**src/rtl/ksel_pkg.sv**
```systemverilog
package ksel_pkg;

   typedef enum logic [0:0] {
      KSEL_SEARCH_ROTATE = 1'b0,
      KSEL_SEARCH_SCAN   = 1'b1
   } ksel_search_e;

   function automatic int ksel_wrap_next(input int cur, input int n);
      return (cur + 1 >= n) ? 0 : cur + 1;
   endfunction

endpackage

```
**src/rtl/ksel_cycle_counter.sv**
```systemverilog
module ksel_cycle_counter #(
   parameter int CYC_W = 32
) (
   input  logic             clk,
   input  logic             rst_n,
   output logic [CYC_W-1:0] count
);

   always_ff @(posedge clk or negedge rst_n) begin
      if (!rst_n) begin
         count <= '0;
      end else begin
         count <= count + 1'b1;
      end
   end

endmodule

```
**src/rtl/ksel_slot_table.sv**
```systemverilog
module ksel_slot_table #(
   parameter int NUM_SLOTS = 4,
   parameter int ID_W      = 8,
   parameter int SLOT_W    = $clog2(NUM_SLOTS)
) (
   input  logic                                clk,
   input  logic                                rst_n,
   input  logic                                load_en,
   input  logic [SLOT_W-1:0]                   load_slot,
   input  logic [ID_W-1:0]                     load_id,
   input  logic                                drain_en,
   input  logic [SLOT_W-1:0]                   drain_slot,
   input  logic                                retire_en,
   input  logic [SLOT_W-1:0]                   retire_slot,
   input  logic                                mark_en,
   input  logic [SLOT_W-1:0]                   mark_slot,
   output logic [NUM_SLOTS-1:0]                slot_valid,
   output logic [NUM_SLOTS-1:0]                slot_more,
   output logic [NUM_SLOTS-1:0]                slot_started,
   output logic [NUM_SLOTS-1:0][ID_W-1:0]      slot_id
);

   for (genvar s = 0; s < NUM_SLOTS; s++) begin : g_slot
      localparam logic [SLOT_W-1:0] IDX = SLOT_W'(s);
      logic hit_load, hit_retire, hit_drain, hit_mark;

      assign hit_load   = load_en   && (load_slot   == IDX);
      assign hit_retire = retire_en && (retire_slot == IDX);
      assign hit_drain  = drain_en  && (drain_slot  == IDX);
      assign hit_mark   = mark_en   && (mark_slot   == IDX);

      always_ff @(posedge clk or negedge rst_n) begin
         if (!rst_n) begin
            slot_valid[s]   <= 1'b0;
            slot_more[s]    <= 1'b0;
            slot_started[s] <= 1'b0;
            slot_id[s]      <= '0;
         end else if (hit_load) begin
            slot_valid[s]   <= 1'b1;
            slot_more[s]    <= 1'b1;
            slot_started[s] <= 1'b0;
            slot_id[s]      <= load_id;
         end else if (hit_retire) begin
            slot_valid[s]   <= 1'b0;
            slot_more[s]    <= 1'b0;
            slot_started[s] <= 1'b0;
         end else begin
            if (hit_drain) begin
               slot_more[s] <= 1'b0;
            end
            if (hit_mark) begin
               slot_started[s] <= 1'b1;
            end
         end
      end
   end

endmodule

```
**src/rtl/ksel_rr_pick.sv**
```systemverilog
module ksel_rr_pick
   import ksel_pkg::*;
#(
   parameter int           NUM_SLOTS = 4,
   parameter int           SLOT_W    = $clog2(NUM_SLOTS),
   parameter ksel_search_e STYLE     = KSEL_SEARCH_ROTATE
) (
   input  logic [NUM_SLOTS-1:0] elig,
   input  logic [SLOT_W-1:0]    last,
   output logic                 found,
   output logic [SLOT_W-1:0]    pick
);

   logic [SLOT_W-1:0] origin;

   always_comb begin
      origin = SLOT_W'(ksel_wrap_next(int'(last), NUM_SLOTS));
   end

   if (STYLE == KSEL_SEARCH_ROTATE) begin : g_rotate
      logic [2*NUM_SLOTS-1:0] doubled;
      logic [2*NUM_SLOTS-1:0] shifted;
      logic [NUM_SLOTS-1:0]   window;

      always_comb begin
         int offset;
         int pos;
         doubled = {elig, elig};
         shifted = doubled >> origin;
         window  = shifted[NUM_SLOTS-1:0];
         found   = 1'b0;
         offset  = 0;
         for (int k = NUM_SLOTS - 1; k >= 0; k--) begin
            if (window[k]) begin
               found  = 1'b1;
               offset = k;
            end
         end
         pos = int'(origin) + offset;
         if (pos >= NUM_SLOTS) begin
            pos = pos - NUM_SLOTS;
         end
         pick = found ? SLOT_W'(pos) : '0;
      end
   end else begin : g_scan
      always_comb begin
         int pos;
         found = 1'b0;
         pick  = '0;
         pos   = int'(origin);
         for (int k = 0; k < NUM_SLOTS; k++) begin
            if (!found && elig[pos]) begin
               found = 1'b1;
               pick  = SLOT_W'(pos);
            end
            pos = ksel_wrap_next(pos, NUM_SLOTS);
         end
      end
   end

endmodule

```
**src/rtl/kernel_slot_selector.sv**
```systemverilog
module kernel_slot_selector
   import ksel_pkg::*;
#(
   parameter int           NUM_SLOTS = 4,
   parameter int           ID_W      = 8,
   parameter int           CYC_W     = 32,
   parameter ksel_search_e SEARCH    = KSEL_SEARCH_ROTATE,
   parameter int           SLOT_W    = $clog2(NUM_SLOTS)
) (
   input  logic              clk,
   input  logic              rst_n,
   input  logic              load_req,
   input  logic [SLOT_W-1:0] load_slot,
   input  logic [ID_W-1:0]   load_id,
   input  logic              drain_req,
   input  logic [SLOT_W-1:0] drain_slot,
   input  logic              retire_req,
   input  logic [SLOT_W-1:0] retire_slot,
   input  logic              sel_req,
   output logic              sel_valid,
   output logic [SLOT_W-1:0] sel_slot,
   output logic              start_pulse,
   output logic [ID_W-1:0]   start_id,
   output logic [CYC_W-1:0]  start_cycle,
   output logic              end_pulse,
   output logic [ID_W-1:0]   end_id,
   output logic [CYC_W-1:0]  end_cycle
);

   localparam logic [SLOT_W-1:0] LAST_RESET = SLOT_W'(NUM_SLOTS - 1);

   if (NUM_SLOTS < 2) begin : g_bad_slots
      $error("kernel_slot_selector: NUM_SLOTS must be at least 2");
   end
   if (ID_W < 1) begin : g_bad_id
      $error("kernel_slot_selector: ID_W must be at least 1");
   end
   if (CYC_W < 2) begin : g_bad_cyc
      $error("kernel_slot_selector: CYC_W must be at least 2");
   end
   if (SLOT_W != $clog2(NUM_SLOTS)) begin : g_bad_slotw
      $error("kernel_slot_selector: SLOT_W must equal clog2(NUM_SLOTS)");
   end

   logic [CYC_W-1:0]               cyc_now;
   logic [NUM_SLOTS-1:0]           slot_valid;
   logic [NUM_SLOTS-1:0]           slot_more;
   logic [NUM_SLOTS-1:0]           slot_started;
   logic [NUM_SLOTS-1:0][ID_W-1:0] slot_id;
   logic [NUM_SLOTS-1:0]           elig;
   logic [SLOT_W-1:0]              last_q;
   logic                           search_found;
   logic [SLOT_W-1:0]              search_pick;
   logic                           last_ok;
   logic                           fire;
   logic [SLOT_W-1:0]              choice;
   logic                           first_sel;
   logic [ID_W-1:0]                choice_id;
   logic                           retire_hit;
   logic [ID_W-1:0]                retire_id;

   ksel_cycle_counter #(
      .CYC_W (CYC_W)
   ) cyc_i (
      .clk   (clk),
      .rst_n (rst_n),
      .count (cyc_now)
   );

   ksel_slot_table #(
      .NUM_SLOTS (NUM_SLOTS),
      .ID_W      (ID_W),
      .SLOT_W    (SLOT_W)
   ) table_i (
      .clk          (clk),
      .rst_n        (rst_n),
      .load_en      (load_req),
      .load_slot    (load_slot),
      .load_id      (load_id),
      .drain_en     (drain_req),
      .drain_slot   (drain_slot),
      .retire_en    (retire_req),
      .retire_slot  (retire_slot),
      .mark_en      (first_sel),
      .mark_slot    (choice),
      .slot_valid   (slot_valid),
      .slot_more    (slot_more),
      .slot_started (slot_started),
      .slot_id      (slot_id)
   );

   assign elig = slot_valid & slot_more;

   ksel_rr_pick #(
      .NUM_SLOTS (NUM_SLOTS),
      .SLOT_W    (SLOT_W),
      .STYLE     (SEARCH)
   ) pick_i (
      .elig  (elig),
      .last  (last_q),
      .found (search_found),
      .pick  (search_pick)
   );

   // Sticky choice first; the search only matters when the last slot is spent.
   always_comb begin
      last_ok   = elig[last_q];
      choice    = last_ok ? last_q : search_pick;
      fire      = sel_req && (last_ok || search_found);
      first_sel = fire && !slot_started[choice];
      choice_id = '0;
      for (int s = 0; s < NUM_SLOTS; s++) begin
         if (choice == SLOT_W'(s)) begin
            choice_id = slot_id[s];
         end
      end
   end

   // A retire counts only on an occupied slot not being reloaded in the same cycle.
   always_comb begin
      retire_hit = 1'b0;
      retire_id  = '0;
      for (int s = 0; s < NUM_SLOTS; s++) begin
         if (retire_slot == SLOT_W'(s)) begin
            retire_hit = retire_req && slot_valid[s] &&
                         !(load_req && (load_slot == retire_slot));
            retire_id  = slot_id[s];
         end
      end
   end

   always_ff @(posedge clk or negedge rst_n) begin
      if (!rst_n) begin
         last_q <= LAST_RESET;
      end else if (fire) begin
         last_q <= choice;
      end
   end

   always_ff @(posedge clk or negedge rst_n) begin
      if (!rst_n) begin
         sel_valid   <= 1'b0;
         sel_slot    <= '0;
         start_pulse <= 1'b0;
         start_id    <= '0;
         start_cycle <= '0;
         end_pulse   <= 1'b0;
         end_id      <= '0;
         end_cycle   <= '0;
      end else begin
         sel_valid   <= fire;
         sel_slot    <= fire ? choice : '0;
         start_pulse <= first_sel;
         start_id    <= first_sel ? choice_id : '0;
         start_cycle <= first_sel ? cyc_now : '0;
         end_pulse   <= retire_hit;
         end_id      <= retire_hit ? retire_id : '0;
         end_cycle   <= retire_hit ? cyc_now : '0;
      end
   end

endmodule

```
**config.mk**
```make
export PLATFORM = sky130hd
export DESIGN_NAME = kernel_slot_selector
export DESIGN_NICKNAME = d
export VERILOG_FILES = /design/src/rtl/ksel_pkg.sv /design/src/rtl/ksel_cycle_counter.sv /design/src/rtl/ksel_slot_table.sv /design/src/rtl/ksel_rr_pick.sv /design/src/rtl/kernel_slot_selector.sv
export SDC_FILE = /design/constraint.sdc
export NUM_CORES = 1
export LEC_CHECK = 0
export ABC_AREA = 1
export BUFFER_PORTS_ARGS = -buffer_cell sky130_fd_sc_hd__buf_2
export CAP_MARGIN = 20
export CELL_PAD_IN_SITES_DETAIL_PLACEMENT = 1
export CELL_PAD_IN_SITES_GLOBAL_PLACEMENT = 2
export CORE_MARGIN = 2
export CORE_UTILIZATION = 38
export CTS_CLUSTER_SIZE = 30
export DETAILED_ROUTE_END_ITERATION = 12
export PLACE_DENSITY = 0.8
export SLEW_MARGIN = 20
export SYNTH_ARGS = -nofsm -noshare
export SYNTH_HDL_FRONTEND = slang
export SYNTH_HIERARCHICAL = 1
export SYNTH_SLANG_ARGS = --single-unit
export TNS_END_PERCENT = 50
```
**constraint.sdc**
```tcl
create_clock -name clk -period 7.04 [get_ports clk]
set_clock_uncertainty 0.05 [all_clocks]
set_input_delay 0.704 -clock clk [delete_from_list [all_inputs] [get_ports clk]]
set_output_delay 0.704 -clock clk [all_outputs]
set_load 0.05 [all_outputs]
```
# After elaboration in Yosys (flattened, before gate mapping)
# Cells that the tools add are included.
# word_totals
inputBits	20
output_inout_bits	85
regBits	163
# op_classes
order_cmp	4
addsub	4
n_shift	1
n_mux	65
eq_ne	13
n_reduce_logical	46
bitwise	1
# ops
cell	count
$mux W8	10
$mux W32	2
$mux W1	42
$add A32 B1 Y32 const B	1
$logic_and A1 B1 Y1	27
$reduce_bool A3 Y1	8
$mux W2	9
$eq A2 B2 Y1 const B	8
$eq A2 B1 Y1 const B	4
$logic_not A2 Y1	4
$reduce_bool A2 Y1	4
$shr A8 B2 Y4	1
$ge A3 B3 Y1 const B	2
$lt A2 B3 Y1 const B	2
$and A4 B4 Y4	1
$bmux W1 S2	2
$add A2 B1 Y3 const B	1
$add A2 B2 Y3	1
$eq A2 B2 Y1	1
$logic_not A1 Y1	2
$sub A2 B1 Y2 const B	1
$logic_or A1 B1 Y1	1

# Longest topological paths before layout
# depth
word_depth	21
depth_mapped	27
depth_no_buf	26

# Modules after synthesis
# The synthesis kept the hierarchy.
# modules_own_cells
module	instances	cells_per_inst	area_per_inst_um2
kernel_slot_selector	1	376	3823.7
ksel_cycle_counter	1	221	1788.0
ksel_slot_table	1	174	1695.4
ksel_rr_pick	1	59	300.3

# Worst setup path before layout
# No wires, ideal clock.
# synth_path
path_kind	flip-flop to flip-flop
start	reg last_q[0]
end	reg table_i.slot_started[2]
setup_slack_ps	3904
setup_time_ps	71
synth_period_minus_slack_ps	3136
stages_incl_launch_ff	26
t_required_ps	6919
arrival_ps	3015
cell_sequence	dfstp_2 > ha_1 > buf_6 > inv_1 > nand2_1 > nand2_2 > nand3_1 > a21oi_1 > ha_1 > xor2_1 > inv_1 > nand3_1 > nand2_1 > nand2_1 > nand2_2 > buf_6 > nand3_1 > nand2_1 > inv_4 > nand2_8 > buf_12 > inv_2 > nand2_1 > nor2_1 > nor2_1 > nor2_1
# synth_via
elab_chain_cells	19
word_cells_on_any_way	29
# synth_lines
item	line	rtl
start: declaration	kernel_slot_selector.sv:51	logic [SLOT_W-1:0] last_q;
start signal: assignment	kernel_slot_selector.sv:136	last_q <= choice;
$add A2 B1 Y3 *	ksel_pkg.sv:9	return (cur + 1 >= n) ? 0 : cur + 1;
$ge A3 B3 Y1	ksel_pkg.sv:9	
$mux W2 *	ksel_pkg.sv:9	
$shr A8 B2 Y4	ksel_rr_pick.sv:29	shifted = doubled >> origin;
$mux W2 (4 in a row)	ksel_rr_pick.sv:34	if (window[k]) begin
$add A2 B2 Y3	ksel_rr_pick.sv:39	pos = int'(origin) + offset;
$ge A3 B3 Y1 / $sub A2 B1 Y2 (equally long branches)	ksel_rr_pick.sv:40, ksel_rr_pick.sv:41	
$mux W2	ksel_rr_pick.sv:40	if (pos >= NUM_SLOTS) begin
[1 not listed]	--	
net search_pick[1]	kernel_slot_selector.sv:53	logic [SLOT_W-1:0] search_pick;
[1 not listed]	--	
net choice[1]	kernel_slot_selector.sv:56	logic [SLOT_W-1:0] choice;
$bmux W1 S2 *	kernel_slot_selector.sv:110	first_sel = fire && !slot_started[choice];
$mux W1 (implied by the code) *	kernel_slot_selector.sv:110	
$logic_not A1 Y1 *	kernel_slot_selector.sv:110	
$logic_and A1 B1 Y1 *	kernel_slot_selector.sv:110	
net first_sel	kernel_slot_selector.sv:57	logic first_sel;
$logic_and A1 B1 Y1 *	ksel_slot_table.sv:30	assign hit_mark = mark_en && (mark_slot == IDX);
$reduce_bool A3 Y1 (no source line) *	--	
end signal: indexed assignment	ksel_slot_table.sv:36	slot_started[s] <= 1'b0;
end signal: indexed assignment	ksel_slot_table.sv:41	slot_started[s] <= 1'b0;
end signal: indexed assignment	ksel_slot_table.sv:46	slot_started[s] <= 1'b0;
end: declaration	ksel_slot_table.sv:19	output logic [NUM_SLOTS-1:0] slot_started,
# The timed path passes the listed nets; every way through them passes the cells marked *. The select of a mux whose other input is x is not followed.
# A chain may end at the register's enable or synchronous reset.

# Final worst setup path
# layout_path
start	reg last_q[0]
end	reg table_i.slot_started[2]
# layout_via
elab_chain_cells	19
word_cells_on_any_way	29
# layout_lines
item	line	rtl
$add A2 B1 Y3 *	ksel_pkg.sv:9	
$ge A3 B3 Y1	ksel_pkg.sv:9	
$mux W2 *	ksel_pkg.sv:9	
$shr A8 B2 Y4	ksel_rr_pick.sv:29	
$mux W2 (4 in a row)	ksel_rr_pick.sv:34	
$add A2 B2 Y3	ksel_rr_pick.sv:39	
$ge A3 B3 Y1 / $sub A2 B1 Y2 (equally long branches)	ksel_rr_pick.sv:40, ksel_rr_pick.sv:41	
$mux W2	ksel_rr_pick.sv:40	
[1 not listed]	--	
net search_pick[1]	kernel_slot_selector.sv:53	
$mux W2 *	kernel_slot_selector.sv:108	choice = last_ok ? last_q : search_pick;
$bmux W1 S2 *	kernel_slot_selector.sv:110	
$mux W1 (implied by the code) *	kernel_slot_selector.sv:110	
$logic_not A1 Y1 *	kernel_slot_selector.sv:110	
$logic_and A1 B1 Y1 *	kernel_slot_selector.sv:110	
net first_sel	kernel_slot_selector.sv:57	
$logic_and A1 B1 Y1 *	ksel_slot_table.sv:30	
$reduce_bool A3 Y1 (no source line) *	--	
# Marks and branches as above.

==> summary.txt <==
Run status
  – Status: completed

Synth
  – Post-Syn Nets: 853
  – Syn_area_per_cell: 9.165 sq um
  – Number of synthesized flops with an enable pin: 0
  – Seq/Total Area, Yosys: 53.65%
  – Syn Inst Count: 830
  – Area of the mapped netlist: 7607 sq um
  – Synth Flop Type: dfrtp_1
  – Yosys warns: 6
  – Post-synthesis cell type count: 33
  – Async SR Flop Fraction: 100.0%
  – Yosys reg bits: 163

Cells and area
  – Finished Cell Area: 8946 sq um
  – Ant diodes: 0
  – Layout cells sized above 1: 25.53%
  – Area growth syn-to-layout: 17.60%
  – Most frequent cells in the layout: nand2_1 (201), dfrtp_1 (161), buf_2 (103)
  – Most common cell after layout, fill and taps aside: nand2_1
  – Nets@finish: 958

Detailed routing
  – Metal3 WL: 658 um
  – DRT iter0 DRCs: 280
  – Routed metal-1 wirelength: 9.221 mm
  – Vias: 5727
  – Met2 wire length: 8.825 mm
  – Antenna-violating nets left: 0
  – Mean routed wirelength per cell: 15.57 um
  – Top Metal Used: met4
  – DRC Markers: 0
  – Routed WL: 18.88 mm
  – First-pass iteration count of the detailed router: 4
  – Vias/cell: 4.721

STA
  – Post-route clock period utilization: 58.23%
  – Worst slew pin tran: 0.8812 ns
  – Worst slew margin: 41.26%
  – Max Fclk: 0.2440 GHz
  – Unrepaired setup endpoints after global routing: false
  – Final hold violation count: 0
  – Min Tclk post-route: 4.099 ns
  – Final setup fails: 0
  – Final TNS setup: 0 ns
  – Max Transition Viols Final: 0

CTS
  – Clk Tree Root Cell: clkbuf_16
  – CTS tree: done
  – Postcts setup bufs: 0
  – Post_cts resized: 0
  – Clock slew at reported path FFs: 0.07 ns
  – Cts hold-fix bufs: 0
  – Clk buf depth: 2
  – Total CTS buffers: 17
  – Worst-Skew Late Latency: 0.43 ns
  – Clock sinks: 163
  – CTS H-Tree Depth: 4

Setup path
  – Critical-path cell list: ha_1 -> inv_1 -> nand2_1 -> nand2_2 -> nand3_1 -> a21oi_1 -> ha_1 -> xor2_1 -> inv_1 -> nand3_1 -> nand2_1 -> nand2_1 -> nand2_2 -> inv_2 -> nand3_1 -> nand2_1 -> inv_4 -> nand2_8 -> inv_2 -> nand2_1 -> nor2_1 -> nor2_1 -> nor2_1
  – Critical Path End Type: flip-flop
  – Cell mode on critical path: nand2_1
  – Worst r2r path cells: 23
  – Crit path DAT: 4.36 ns
  – Worst setup SP type: flip-flop
  – Crit Path Max Fanout: 35
  – Crit Path Category: reg2reg
  – Crit-path slowest cell: dfstp_2
  – Worst r2r src: last_q[0]
  – Critical Path Start: last_q[0]
  – FF-to-FF End: table_i/slot_started[2]
  – Worst Path Required: 7.30 ns
  – CP peak stage delay: 0.63 ns
  – R2R Setup Slk: 2.94 ns

Die
  – Die area: 21170 sq um
  – Rows: 51
  – IO Count: 105
  – Die X: 145.5 um
  – Die height: 145.5 um
  – Core area: 19530 sq um
  – Initial Util: 38.96%

Power
  – Power Density: 422.7 nW/um^2
  – Net switching power: 1.696 mW
  – Power Internal: 2.086 mW
  – Part of the power in the clock network: 26.3%
  – Logic pwr share: 44.6%
  – P_leak: 4.593 nW
  – Seq pwr share: 29.1%
  – Peak supply drop: 0.2996 mV
  – Net Sw Frac: 44.84%

GRT
  – Initial antenna violation count: 0
  – Global route overflow: 0
  – Pin count of the biggest net entering global routing: 97
  – Vias in the first global route: 6062
  – All-layer global routing usage: 19.07%
  – First-pass GRT wire length: 32.25 mm

Place
  – Post-placement cell area: 8310 sq um
  – Post-DP HPWL: 13.56 mm
  – Final GP Congestion: 0.8181
  – Port bufs: 104

Worst hold path
  – Hold crit path type: in2async

Job
  – # Max-Cap Violations: 0
## area by class of cell
type | instances | area [sq um]
Sequential cell | 163 | 4081
Tap cell | 265 | 331.6
Inverter | 100 | 377.9
Fill cell | 2356 | 10580
Clock buffer | 17 | 425.4
Multi-Input combinational cell | 547 | 2978
Timing Repair Buffer | 106 | 541.8
Clock inverter | 15 | 210.2
## cells by family after synthesis
family | Yosys count | synth area share, %
compound gates | 76 | 5.263
xor+xnor | 18 | 2.270
fa+ha+maj | 3 | 0.4935
buf+inv | 120 | 7.352
flops | 163 | 53.65
simple gates | 450 | 30.97
## synthesized netlist by cell type (4+ instances only)
cell / count / area, sq um
a21oi_1: 15 / 75.07
buf_2: 10 / 50.05
buf_6: 6 / 67.56
dfrtp_1: 161 / 4029
inv_1: 92 / 345.3
inv_2: 7 / 26.28
nand2_1: 201 / 754.5
nand2_2: 15 / 93.84
nand2_4: 5 / 56.30
nand3_1: 60 / 300.3
nand3b_1: 9 / 67.56
nor2_1: 89 / 334.1
nor2_2: 7 / 43.79
nor2_4: 37 / 416.7
nor2_8: 4 / 80.08
o21ai_0: 52 / 260.3
or2_2: 15 / 93.84
xnor2_1: 7 / 61.31
xor2_1: 9 / 78.83
## worst max-delay path, delay by kind of cell, from the launching register on
kind / cells / cell delay (ns)
AO/OA/AOI/OAI: 1 / 0.14
XOR/XNOR: 1 / 0.18
adder cells (fa/ha/maj): 2 / 0.53
buffers and inverters: 5 / 0.79
flip-flops: 1 / 0.63
AND/OR/NAND/NOR: 14 / 1.64
## registers in the layout (all words and copies together) (netlist names)
register,cells
table_i/slot_valid,4
table_i/slot_id,32
cyc_i/count,32
end_cycle,32
sel_valid,1
sel_slot,2
start_pulse,1
start_cycle,32
table_i/slot_more,4
table_i/slot_started,4
end_id,8
end_pulse,1
last_q,2
start_id,8
## layer usage
layer  GRT usage, %  vias up
met2          30.97      115
met1          26.60     2818
met5              0        -
met3          3.636       14
li1               -     2780
met4          4.510        0
## power by group through the flow
stage	Combinational (mW)	Sequential [mW]	Clock (mW)
floorplan	1.39	1.20	0
global placement	1.66	1.12	0
detailed placement	1.69	1.12	0
CTS	1.70	1.10	1.02
global route	1.90	1.11	1.05
finish	1.69	1.10	0.994
## per-stage QoR
stage	std cells	setup slack, ns	power, mW	hold WS, ns	utilization, %
floorplan	830	3.904	2.588	0.3584	-
global placement	1181	3.087	2.780	0.4238	42.56
detailed placement	1181	2.962	2.804	0.4240	42.56
CTS	1213	2.923	3.818	0.3353	45.82
global route	1213	2.476	4.066	0.3742	45.82
finish	1213	2.941	3.781	0.3052	45.82
## how the worst max path moves through the flow
stage	depth (start not counted)	slack, ns	to
after detailed placement	23	2.96	table_i/slot_started[2]
after floorplan	25	3.90	table_i/slot_started[2]
after CTS	23	2.92	table_i/slot_started[2]
final	23	2.94	table_i/slot_started[2]
after global placement	23	3.09	table_i/slot_started[2]
after global routing	23	2.48	table_i/slot_started[2]
Power figures use the tool's default switching activity.
